`config.mk`:
```
export PLATFORM = sky130hd
export DESIGN_NAME = dual_timer_unit
export DESIGN_NICKNAME = d
export VERILOG_FILES = /design/src/rtl/dual_timer_pkg.sv /design/src/rtl/dual_timer_edge.sv /design/src/rtl/dual_timer_core.sv /design/src/rtl/dual_timer_unit.sv
export SDC_FILE = /design/constraint.sdc
export NUM_CORES = 1
export LEC_CHECK = 0
export ABC_AREA = 0
export BUFFER_PORTS_ARGS = -buffer_cell sky130_fd_sc_hd__buf_2
export CORE_MARGIN = 2
export CORE_UTILIZATION = 40
export DETAILED_ROUTE_END_ITERATION = 8
export PLACE_DENSITY = 0.61
export SLEW_MARGIN = 20
export SYNTH_ARGS = -nofsm -noshare
export SYNTH_HDL_FRONTEND = slang
export SYNTH_SLANG_ARGS = --single-unit
export TNS_END_PERCENT = 1
```
`constraint.sdc`:
```
create_clock -name clk -period 2.1 [get_ports clk]
set_input_delay 0 -clock clk [delete_from_list [all_inputs] [get_ports clk]]
set_output_delay 0 -clock clk [all_outputs]
set_load 0.05 [all_outputs]
```
`src/rtl/dual_timer_pkg.sv`:
```
package dual_timer_pkg;

    localparam int NUM_CH = 2;
    localparam int CFG_NIB = 4;
    localparam int CFG_W = NUM_CH * CFG_NIB;

    typedef enum logic [1:0] {
        MODE_13    = 2'b00,
        MODE_16    = 2'b01,
        MODE_8R    = 2'b10,
        MODE_SPLIT = 2'b11
    } tmode_e;

    typedef struct packed {
        logic   gate;
        logic   ext_src;
        tmode_e mode;
    } chan_cfg_t;

endpackage

```
`src/rtl/dual_timer_edge.sv`:
```
module dual_timer_edge #(
    parameter int STAGES = 2
) (
    input  logic clk,
    input  logic rst_n,
    input  logic pin,
    input  logic tick,
    output logic evt
);
    logic [STAGES-1:0] sync_q;
    logic              prev_q;
    logic              pend_q;
    logic              pend_d;
    logic              fall;

    always_comb begin
        fall   = prev_q & ~sync_q[STAGES-1];
        evt    = tick & (pend_q | fall);
        pend_d = (pend_q | fall) & ~tick;
    end

    always_ff @(posedge clk) begin
        if (!rst_n) begin
            sync_q <= '0;
            prev_q <= 1'b0;
            pend_q <= 1'b0;
        end else begin
            sync_q <= {sync_q[STAGES-2:0], pin};
            prev_q <= sync_q[STAGES-1];
            pend_q <= pend_d;
        end
    end
endmodule

```
`src/rtl/dual_timer_core.sv`:
```
module dual_timer_core
    import dual_timer_pkg::*;
#(
    parameter int BYTE_W   = 8,
    parameter int PRE_W    = 5,
    parameter bit SPLIT_OK = 1'b1
) (
    input  tmode_e            mode,
    input  logic              step,
    input  logic              hstep,
    input  logic [BYTE_W-1:0] hi,
    input  logic [BYTE_W-1:0] lo,
    output logic [BYTE_W-1:0] hi_n,
    output logic [BYTE_W-1:0] lo_n,
    output logic              wrap,
    output logic              hwrap
);
    localparam int SHORT_W = BYTE_W + PRE_W;
    localparam int FULL_W  = 2 * BYTE_W;

    logic [SHORT_W-1:0] short_inc;
    logic [FULL_W-1:0]  full_inc;
    logic [BYTE_W-1:0]  lo_inc;
    logic [BYTE_W-1:0]  hi_inc;
    logic               split_en;

    assign short_inc = {hi, lo[PRE_W-1:0]} + 1'b1;
    assign full_inc  = {hi, lo} + 1'b1;
    assign lo_inc    = lo + 1'b1;
    assign hi_inc    = hi + 1'b1;

    generate
        if (SPLIT_OK) begin : g_split
            assign split_en = 1'b1;
        end else begin : g_hold
            assign split_en = 1'b0;
        end
    endgenerate

    always_comb begin
        hi_n  = hi;
        lo_n  = lo;
        wrap  = 1'b0;
        hwrap = 1'b0;
        case (mode)
            MODE_13: if (step) begin
                hi_n = short_inc[SHORT_W-1:PRE_W];
                lo_n = {lo[BYTE_W-1:PRE_W], short_inc[PRE_W-1:0]};
                wrap = &{hi, lo[PRE_W-1:0]};
            end
            MODE_16: if (step) begin
                {hi_n, lo_n} = full_inc;
                wrap = &{hi, lo};
            end
            MODE_8R: if (step) begin
                lo_n = (&lo) ? hi : lo_inc;
                wrap = &lo;
            end
            default: if (split_en) begin
                if (step) begin
                    lo_n = lo_inc;
                    wrap = &lo;
                end
                if (hstep) begin
                    hi_n  = hi_inc;
                    hwrap = &hi;
                end
            end
        endcase
    end
endmodule

```
`src/rtl/dual_timer_unit.sv`:
```
module dual_timer_unit
    import dual_timer_pkg::*;
#(
    parameter int BYTE_W      = 8,
    parameter int PRE_W       = 5,
    parameter int SYNC_STAGES = 2
) (
    input  logic                clk,
    input  logic                rst_n,
    input  logic                tick,
    input  logic [1:0]          ext_cnt,
    input  logic [1:0]          ext_gate,
    input  logic                cfg_we,
    input  logic [CFG_W-1:0]    cfg_wdata,
    input  logic                bit_we,
    input  logic [1:0]          bit_sel,
    input  logic                bit_val,
    input  logic                cnt_we,
    input  logic                cnt_ch,
    input  logic                cnt_hi,
    input  logic [BYTE_W-1:0]   cnt_wdata,
    input  logic [1:0]          irq_ack,
    output logic [2*BYTE_W-1:0] count0,
    output logic [2*BYTE_W-1:0] count1,
    output logic [1:0]          run,
    output logic [1:0]          ovf,
    output logic [CFG_W-1:0]    cfg
);
    localparam int CNT_W = 2 * BYTE_W;

    typedef struct packed {
        logic [NUM_CH-1:0][CNT_W-1:0] cnt;
        logic [NUM_CH-1:0]            run;
        logic [NUM_CH-1:0]            ovf;
        chan_cfg_t [NUM_CH-1:0]       cfg;
    } state_t;

    state_t s_q, s_d;

    logic [NUM_CH-1:0]             evt, step, hstep, wrap, hwrap;
    logic [NUM_CH-1:0][BYTE_W-1:0] hi_n, lo_n;

    generate
        for (genvar g = 0; g < NUM_CH; g++) begin : g_ch
            chan_cfg_t c;
            assign c = s_q.cfg[g];

            dual_timer_edge #(.STAGES(SYNC_STAGES)) u_edge (
                .clk  (clk),
                .rst_n(rst_n),
                .pin  (ext_cnt[g]),
                .tick (tick),
                .evt  (evt[g])
            );

            assign step[g]  = s_q.run[g] & (~c.gate | ext_gate[g])
                            & (c.ext_src ? evt[g] : tick);
            assign hstep[g] = (g == 0) ? (s_q.run[1] & tick) : 1'b0;

            dual_timer_core #(
                .BYTE_W  (BYTE_W),
                .PRE_W   (PRE_W),
                .SPLIT_OK(g == 0)
            ) u_core (
                .mode (c.mode),
                .step (step[g]),
                .hstep(hstep[g]),
                .hi   (s_q.cnt[g][CNT_W-1:BYTE_W]),
                .lo   (s_q.cnt[g][BYTE_W-1:0]),
                .hi_n (hi_n[g]),
                .lo_n (lo_n[g]),
                .wrap (wrap[g]),
                .hwrap(hwrap[g])
            );
        end
    endgenerate

    always_comb begin
        logic [NUM_CH-1:0] wr_hit;
        logic [NUM_CH-1:0] set_ovf;
        s_d = s_q;
        if (cfg_we) begin
            s_d.cfg = cfg_wdata;
        end
        for (int i = 0; i < NUM_CH; i++) begin
            wr_hit[i] = cnt_we && (cnt_ch == 1'(i));
            if (wr_hit[i]) begin
                if (cnt_hi) s_d.cnt[i][CNT_W-1:BYTE_W] = cnt_wdata;
                else        s_d.cnt[i][BYTE_W-1:0]     = cnt_wdata;
            end else begin
                s_d.cnt[i] = {hi_n[i], lo_n[i]};
            end
        end
        set_ovf[0] = wrap[0] & ~wr_hit[0];
        set_ovf[1] = (s_q.cfg[0].mode == MODE_SPLIT) ? (hwrap[0] & ~wr_hit[0])
                                                      : (wrap[1] & ~wr_hit[1]);
        for (int i = 0; i < NUM_CH; i++) begin
            if (bit_we && bit_sel == 2'(i)) s_d.run[i] = bit_val;
            if (irq_ack[i]) s_d.ovf[i] = 1'b0;
            if (bit_we && bit_sel == 2'(i + NUM_CH)) s_d.ovf[i] = bit_val;
            if (set_ovf[i]) s_d.ovf[i] = 1'b1;
        end
    end

    always_ff @(posedge clk) begin
        if (!rst_n) s_q <= '0;
        else        s_q <= s_d;
    end

    assign count0 = s_q.cnt[0];
    assign count1 = s_q.cnt[1];
    assign run    = s_q.run;
    assign ovf    = s_q.ovf;
    assign cfg    = s_q.cfg;
endmodule

```
==> results of run 1 <==
==> placed cells by master, fill, tap and decap left out, types with 4 or more instances in the layout <==
| cell type | instances |
|---|---|
| sky130_fd_sc_hd__o221ai_1 | 5 |
| sky130_fd_sc_hd__xor2_1 | 4 |
| sky130_fd_sc_hd__nand2_1 | 41 |
| sky130_fd_sc_hd__dfxtp_1 | 49 |
| sky130_fd_sc_hd__o211ai_1 | 5 |
| sky130_fd_sc_hd__dlygate4sd3_1 | 12 |
| sky130_fd_sc_hd__inv_1 | 13 |
| sky130_fd_sc_hd__buf_4 | 19 |
| sky130_fd_sc_hd__o31ai_1 | 4 |
| sky130_fd_sc_hd__nand2b_1 | 6 |
| sky130_fd_sc_hd__and4_1 | 6 |
| sky130_fd_sc_hd__o22ai_1 | 9 |
| sky130_fd_sc_hd__ha_1 | 6 |
| sky130_fd_sc_hd__o21a_1 | 6 |
| sky130_fd_sc_hd__clkbuf_8 | 6 |
| sky130_fd_sc_hd__a211oi_1 | 12 |
| sky130_fd_sc_hd__o21ai_0 | 21 |
| sky130_fd_sc_hd__buf_2 | 76 |
| sky130_fd_sc_hd__nand4_1 | 9 |
| sky130_fd_sc_hd__a311oi_1 | 7 |
| sky130_fd_sc_hd__nor3_1 | 8 |
| sky130_fd_sc_hd__a21oi_1 | 17 |
| sky130_fd_sc_hd__and3_1 | 8 |
| sky130_fd_sc_hd__nor2b_1 | 4 |
| sky130_fd_sc_hd__nand3b_1 | 4 |
| sky130_fd_sc_hd__or3_1 | 5 |
| sky130_fd_sc_hd__a31oi_1 | 10 |
| sky130_fd_sc_hd__o41ai_1 | 4 |
| sky130_fd_sc_hd__nand3_1 | 13 |
| sky130_fd_sc_hd__and2_1 | 12 |
| sky130_fd_sc_hd__o311ai_0 | 4 |
| sky130_fd_sc_hd__nor2_1 | 32 |
| sky130_fd_sc_hd__mux2i_1 | 12 |
==> how the worst max path moves through the flow <==
stage	end	startpoint	slack (ns)	cells past startpoint
5_1_grt	count0[12]	count0[0]	0.009	6
3_5_place_dp	count0[12]	count0[0]	0.18	6
3_3_place_gp	count0[12]	count0[0]	0.25	6
2_1_floorplan	count1[1]	cfg[4]	-0.09	6
6_report	count0[14]	count0[0]	0.16	6
4_1_cts	count0[14]	count0[0]	0.16	6
==> timing repair <==
| item | in CTS | in global routing |
|---|---|---|
| hold endpoints to repair | 12 | 0 |
| setup buffers | 0 | 0 |
| hold buffers | 12 | 0 |
| endpoints found under the setup margin | 0 | 3 |
| gates resized for setup | 0 | 1 |
==> per-layer routing <==
layer  wire (um)  GRT usage, %
met1        4762         31.69
met3         598         2.819
met2        5331         42.48
met5           0             0
met4         155         6.548
==> flip-flops by register name, indices dropped and copies added, names as in the netlist <==
signal,count
run,2
g_ch.u_edge.prev_q,2
count0,16
cfg,8
g_ch.u_edge.pend_q,2
count1,16
g_ch.u_edge.sync_q,4
ovf,2
==> area by class of cell <==
class	instances	area [um2]	share of cell area [%]
sequential	52	1045	25.07
clock inverter	1	7.507	0.1801
clock buffer	7	86.33	2.071
multi-input combinational	328	2202	52.84
inverter	14	52.55	1.261
tap	105	131.4	3.152
timing repair buffer	107	643.1	15.43
==> stage by stage <==
step | setup TNS (ns) | instances | utilization [%] | total power [mW]
2_1_floorplan | -0.1753 | 418 | - | 1.437
3_3_place_gp | 0 | 594 | 48.09 | 1.590
3_5_place_dp | 0 | 594 | 48.09 | 1.594
4_1_cts | 0 | 614 | 50.69 | 2.222
5_1_grt | 0 | 614 | 50.72 | 2.309
6_report | 0 | 614 | 50.72 | 2.212
==> power groups by stage <==
stage               sequential, mW  combinational [mW]  clock, mW
floorplan                     1.20               0.232          0
global placement              1.09               0.497          0
detailed placement            1.09               0.500          0
CTS                           1.07               0.519      0.632
global route                  1.08               0.565      0.664
finish                        1.07               0.523      0.617
==> cells by family after synthesis <==
logic type                 count (synthesis)  synth area share [%]
AOI/OAI and AO/OA                        139                 31.51
xor gates and xnor gates                   5                 1.288
adders and majority gates                  7                 2.576
buffers and inverters                     38                 4.674
DFF                                       52                 30.62
muxes                                     12                 3.533
and+or+nand+nor                          165                 25.80
==> worst register-to-register path, delay by kind of cell (launching register included) <==
kind,cells,cell delay (ns)
compound gates,1,0.36
fa+ha+maj,1,0.25
flops,1,0.36
simple gates,4,0.89
==> results.json, run 1 <==
{
  "timing.critical_path.cells": "ha_1, and4_1, and3_1, o31a_1, and4_1, nor3_1",
  "reg2reg_slack_ns": 0.16,
  "fillers": 845,
  "whs_ns": 0.04235,
  "wirelength_um": 10850,
  "timing.final.crit_period_ns": 1.936,
  "critical-path-slowest-cell": "sky130_fd_sc_hd__dfxtp_2",
  "worstHoldPathType": "primary input to register",
  "power.share.switching_pct": 33.43,
  "synthMostInstantiatedCell": "sky130_fd_sc_hd__dfxtp_1",
  "antenna_violations_before_repair": 0,
  "clock.fmax_mhz": 516.6,
  "maximum_fanout_along_the_worst_path": 7,
  "insertedDiodeCount": 0,
  "maximum_clock_skew_at_final_layout_ns": 0.005381,
  "finish.net_count": 548,
  "path_class": "register to register",
  "critical_path_buf_inv_count": 0,
  "drive_above_1_share_pct": 24.75,
  "min_from": "cnt_wdata[4]",
  "wl_per_cell_um": 17.67,
  "gp_congestion": 0.9239,
  "endpoint_of_the_worst_hold_path": "count0[4]",
  "final-max-slew-violation-count": 0,
  "ios": 77,
  "synth.net_count": 458,
  "cts_sinks": 52,
  "synth_largest_area_cell": "sky130_fd_sc_hd__dfxtp_1",
  "whs_path_depth": 3,
  "io_buffer_count": 76,
  "switching_power_uw": 739.4,
  "drt-initial-drc-count": 144,
  "dr_total_vias": 3661,
  "crit_path_max_incr_delay_ns": 0.36,
  "cap_viol_max_count": 0,
  "clock_power_share_pct": 27.9,
  "dominantRegCellSynth": "sky130_fd_sc_hd__dfxtp_1",
  "timing.rr.start": "count0[0]",
  "depth_of_the_cts_h_tree": 2,
  "layout.cell_area.non_filler_um2": 4168,
  "cts_inserted_buffers": 5,
  "grt-ovfl-total": 0,
  "final-hold-violation-count": 0,
  "die_area_um2": 9253,
  "power_density_nw_per_um2": 530.7,
  "detail_route.drc_violations": 0,
  "reg2reg_depth": 6,
  "critPathTopFamily": "simple AND/OR/NAND/NOR gates",
  "synth-seq-cells": 52,
  "synth_top_cells_by_area": "sky130_fd_sc_hd__dfxtp_1 (31%), sky130_fd_sc_hd__nand2_1 (4.5%), sky130_fd_sc_hd__mux2i_1 (3.5%)",
  "leakage_nw": 1.669,
  "post_dp_cell_area_um2": 3951,
  "synth_seq_area_share_pct": 30.62,
  "power.share.sequential_pct": 48.5,
  "critPathMostFrequentCell": "sky130_fd_sc_hd__and4_1",
  "syn_inst": 418,
  "area.growth.synth_to_final_pct": 22.60,
  "detailedPlace.worstSlack_ns": 0.1846,
  "irDropWorstVdd_mv": 0.2797,
  "cp_data_required_time_ns": 2.33,
  "netlist.area_leader.share_pct": 30.62,
  "die_h_um": 96.19,
  "fp-row-count": 33,
  "grt_setup_unrepaired": "no",
  "status": "finished clean",
  "critical_path_arrival_ns": 2.16,
  "clkSlewWorstSetupHoldPaths_ns": 0.10,
  "effective_utilization_at_floorplan_pct": 41.37,
  "cts_tree": "done",
  "ant_nets": 0,
  "synthesis.area_per_instance_um2": 8.133,
  "grt_pass1_vias": 3629,
  "power.internal_mw": 1.473,
  "final.period_utilization_pct": 92.18,
  "master_cell_of_the_clock_root_buffer": "sky130_fd_sc_hd__clkbuf_8",
  "synth_cell_type_count": 67,
  "final_critical_path_setup_slack_ns": 0.1643,
  "synth_common_cells": "sky130_fd_sc_hd__dfxtp_1 (52), sky130_fd_sc_hd__nand2_1 (41), sky130_fd_sc_hd__nor2_1 (32)",
  "clk_latency_ns": 0.30,
  "dr_pass1_iterations": 4,
  "core_area_um2": 8217,
  "die_w_um": 96.19,
  "max-slew-margin-rel_pct": 54.83,
  "vias_per_std_cell": 5.963,
  "power_frac_comb_pct": 23.6,
  "setup.worst_path.end_class": "register",
  "syn_area_um2": 3400,
  "worst-slew-pin-transition_ns": 0.6775,
  "max-clock-path-buffers": 2,
  "startpoint_type": "register",
  "grtUsageTotal_pct": 24.37,
  "synth_edf_count": 0,
  "global_route_wire_length_before_repair_um": 17820,
  "grt_start_max_net_pins": 44,
  "timing.rr.end": "count0[14]",
  "setup_viol": 0,
  "synth_warn": 0,
  "dp.final_hpwl_um": 7920,
  "async_set_or_reset_flop_fraction_in_the_synthesized_netlist_pct": 0
}
Note: power is estimated with default switching activity, not from simulation.
==> run 2, diff against run 1 <==
--- a/config.mk
+++ b/config.mk
@@ -10,6 +10,7 @@
 export CORE_MARGIN = 2
 export CORE_UTILIZATION = 40
 export DETAILED_ROUTE_END_ITERATION = 8
+export MAX_ROUTING_LAYER = met4
 export PLACE_DENSITY = 0.61
 export SLEW_MARGIN = 20
 export SYNTH_ARGS = -nofsm -noshare
==> constraint.sdc (replaced) <==
create_clock -name clk -period 1.8 [get_ports clk]
set_input_delay 0 -clock clk [delete_from_list [all_inputs] [get_ports clk]]
set_output_delay 0 -clock clk [all_outputs]
set_load 0.05 [all_outputs]
==> results.json, run 2 (same netlist as run 1, synthesis figures left out) <==
{
  "detailedPlace.worstSlack_ns": -0.02681,
  "detail_route.drc_violations": 0,
  "cap_viol_max_count": 0,
  "power.internal_mw": 1.802,
  "die_w_um": 96.19,
  "maximum_fanout_along_the_worst_path": 6,
  "effective_utilization_at_floorplan_pct": 41.37,
  "vias_per_std_cell": 5.925,
  "path_class": "register to register",
  "irDropWorstVdd_mv": 0.2830,
  "die_area_um2": 9253,
  "grt_setup_unrepaired": "yes",
  "power_density_nw_per_um2": 595.1,
  "setup_viol": 0,
  "grt_use_met2_pct": 41.26,
  "maximum_clock_skew_at_final_layout_ns": 0.009340,
  "die_h_um": 96.19,
  "master_cell_of_the_clock_root_buffer": "sky130_fd_sc_hd__clkbuf_8",
  "final-max-slew-violation-count": 0,
  "post_dp_cell_area_um2": 4189,
  "ant_nets": 0,
  "leakage_nw": 1.806,
  "cts_tree": "done",
  "wirelength_um": 11150,
  "cts_post_setup_buffers_inserted": 0,
  "timing.final.crit_period_ns": 1.747,
  "max-slew-margin-rel_pct": 56.10,
  "layout_commonest_cell": "sky130_fd_sc_hd__buf_2",
  "fp-row-count": 33,
  "switching_power_uw": 899.9,
  "power.share.switching_pct": 33.31,
  "final-hold-violation-count": 0,
  "dr_pass1_iterations": 5,
  "worst-slew-pin-transition_ns": 0.6584,
  "setup.worst_path.end_class": "register",
  "dr_total_vias": 3768,
  "core_area_um2": 8217,
  "dp.final_hpwl_um": 8361,
  "cp_data_required_time_ns": 1.99,
  "critical_path_arrival_ns": 1.94,
  "whs_ns": 0.03636,
  "final.period_utilization_pct": 97.06,
  "ios": 77,
  "wl_per_cell_um": 17.53,
  "clock.fmax_mhz": 572.4,
  "clkSlewWorstSetupHoldPaths_ns": 0.10,
  "clk_latency_ns": 0.31,
  "final_critical_path_setup_slack_ns": 0.05299,
  "use_met3_pct": 2.741,
  "grt_pass1_vias": 3595,
  "area.growth.synth_to_final_pct": 33.57,
  "cts_sinks": 52,
  "grt_start_max_net_pins": 22,
  "finish.net_count": 570,
  "power.share.sequential_pct": 46.2,
  "startpoint_type": "register",
  "worstHoldPathType": "primary input to register",
  "drt-initial-drc-count": 186,
  "depth_of_the_cts_h_tree": 2,
  "clock_power_share_pct": 28.7,
  "final_core_utilization_pct": 55.26,
  "io_buffer_count": 76,
  "cts_inserted_buffers": 5,
  "grt-busiest-layer": "met2",
  "gp_congestion": 0.9717,
  "layout.cell_area.non_filler_um2": 4541,
  "insertedDiodeCount": 0,
  "drive_above_1_share_pct": 35.59,
  "globalRouteMet1Util_pct": 32.09,
  "grt-ovfl-total": 0,
  "totalNegativeSetupSlack_ns": 0,
  "power_frac_comb_pct": 25.1,
  "most_used_cells_in_the_layout_excluding_fill_and_tap_cells": "sky130_fd_sc_hd__buf_2 (76), sky130_fd_sc_hd__nand2_1 (40), sky130_fd_sc_hd__buf_4 (39)",
  "antenna_violations_before_repair": 0,
  "max-clock-path-buffers": 2,
  "global_route_wire_length_before_repair_um": 17710,
  "status": "finished clean",
  "grtUsageTotal_pct": 25.06
}
## run 2: power by group through the flow
stage / Combinational (mW) / Sequential, mW / Clock, mW
global route: 0.731 / 1.25 / 0.840
global placement: 0.624 / 1.27 / 0
floorplan: 0.274 / 1.41 / 0
detailed placement: 0.628 / 1.27 / 0
CTS: 0.654 / 1.25 / 0.794
finish: 0.679 / 1.25 / 0.776
## run 2: path summary, 6_finish.rpt
| check | slack [ns] | from | endpoint | cells past startpoint |
|---|---|---|---|---|
| max | 0.05 | count0[0] | count0[12] | 6 |
| min | 0.04 | rst_n | count1[2] | 3 |
| max reg2reg | 0.05 | count0[0] | count0[12] | 6 |
| min reg2reg | 0.44 | g_ch[1].u_edge.sync_q[0] | g_ch[1].u_edge.sync_q[1] | 1 |
## run 2: cell type report
cell class,instances,area (um2)
Multi-Input combinational cell,328,2341
Fill cell,780,3676
Tap cell,105,131.4
Clock inverter,2,12.51
Clock buffer,6,93.84
Inverter,14,52.55
Timing Repair Buffer,129,833.3
Sequential cell,52,1076
## run 2: metrics by stage
step                      std cells  power [mW]
after floorplan                 418       1.681
after global placement          616       1.894
after detailed placement        616       1.899
after CTS                       636       2.694
after global routing            636       2.826
final                           636       2.702
## run 2: critical path: stages (launching register included)
cell,delay (ns)
sky130_fd_sc_hd__dfxtp_4,0.37
sky130_fd_sc_hd__ha_4,0.15
sky130_fd_sc_hd__and4_1,0.24
sky130_fd_sc_hd__and3_4,0.20
sky130_fd_sc_hd__o31a_1,0.32
sky130_fd_sc_hd__a311oi_1,0.29
sky130_fd_sc_hd__a311oi_1,0.07
## run 2: per-layer routing
layer  vias to the layer above  wire (um)
met5                         -          0
met4                         0        191
met3                        20        538
met2                       138       5464
met1                      1790       4952
li1                       1820          -
## run 2: timing repair
| item | 4_1_cts | 5_1_grt |
|---|---|---|
| hold endpoints to repair | 13 | 0 |
| setup endpoints to repair | 4 | 22 |
| hold buffers | 12 | 0 |
| resized for setup | 4 | 26 |
| pin swaps | 0 | 4 |
| gates cloned | 0 | 0 |
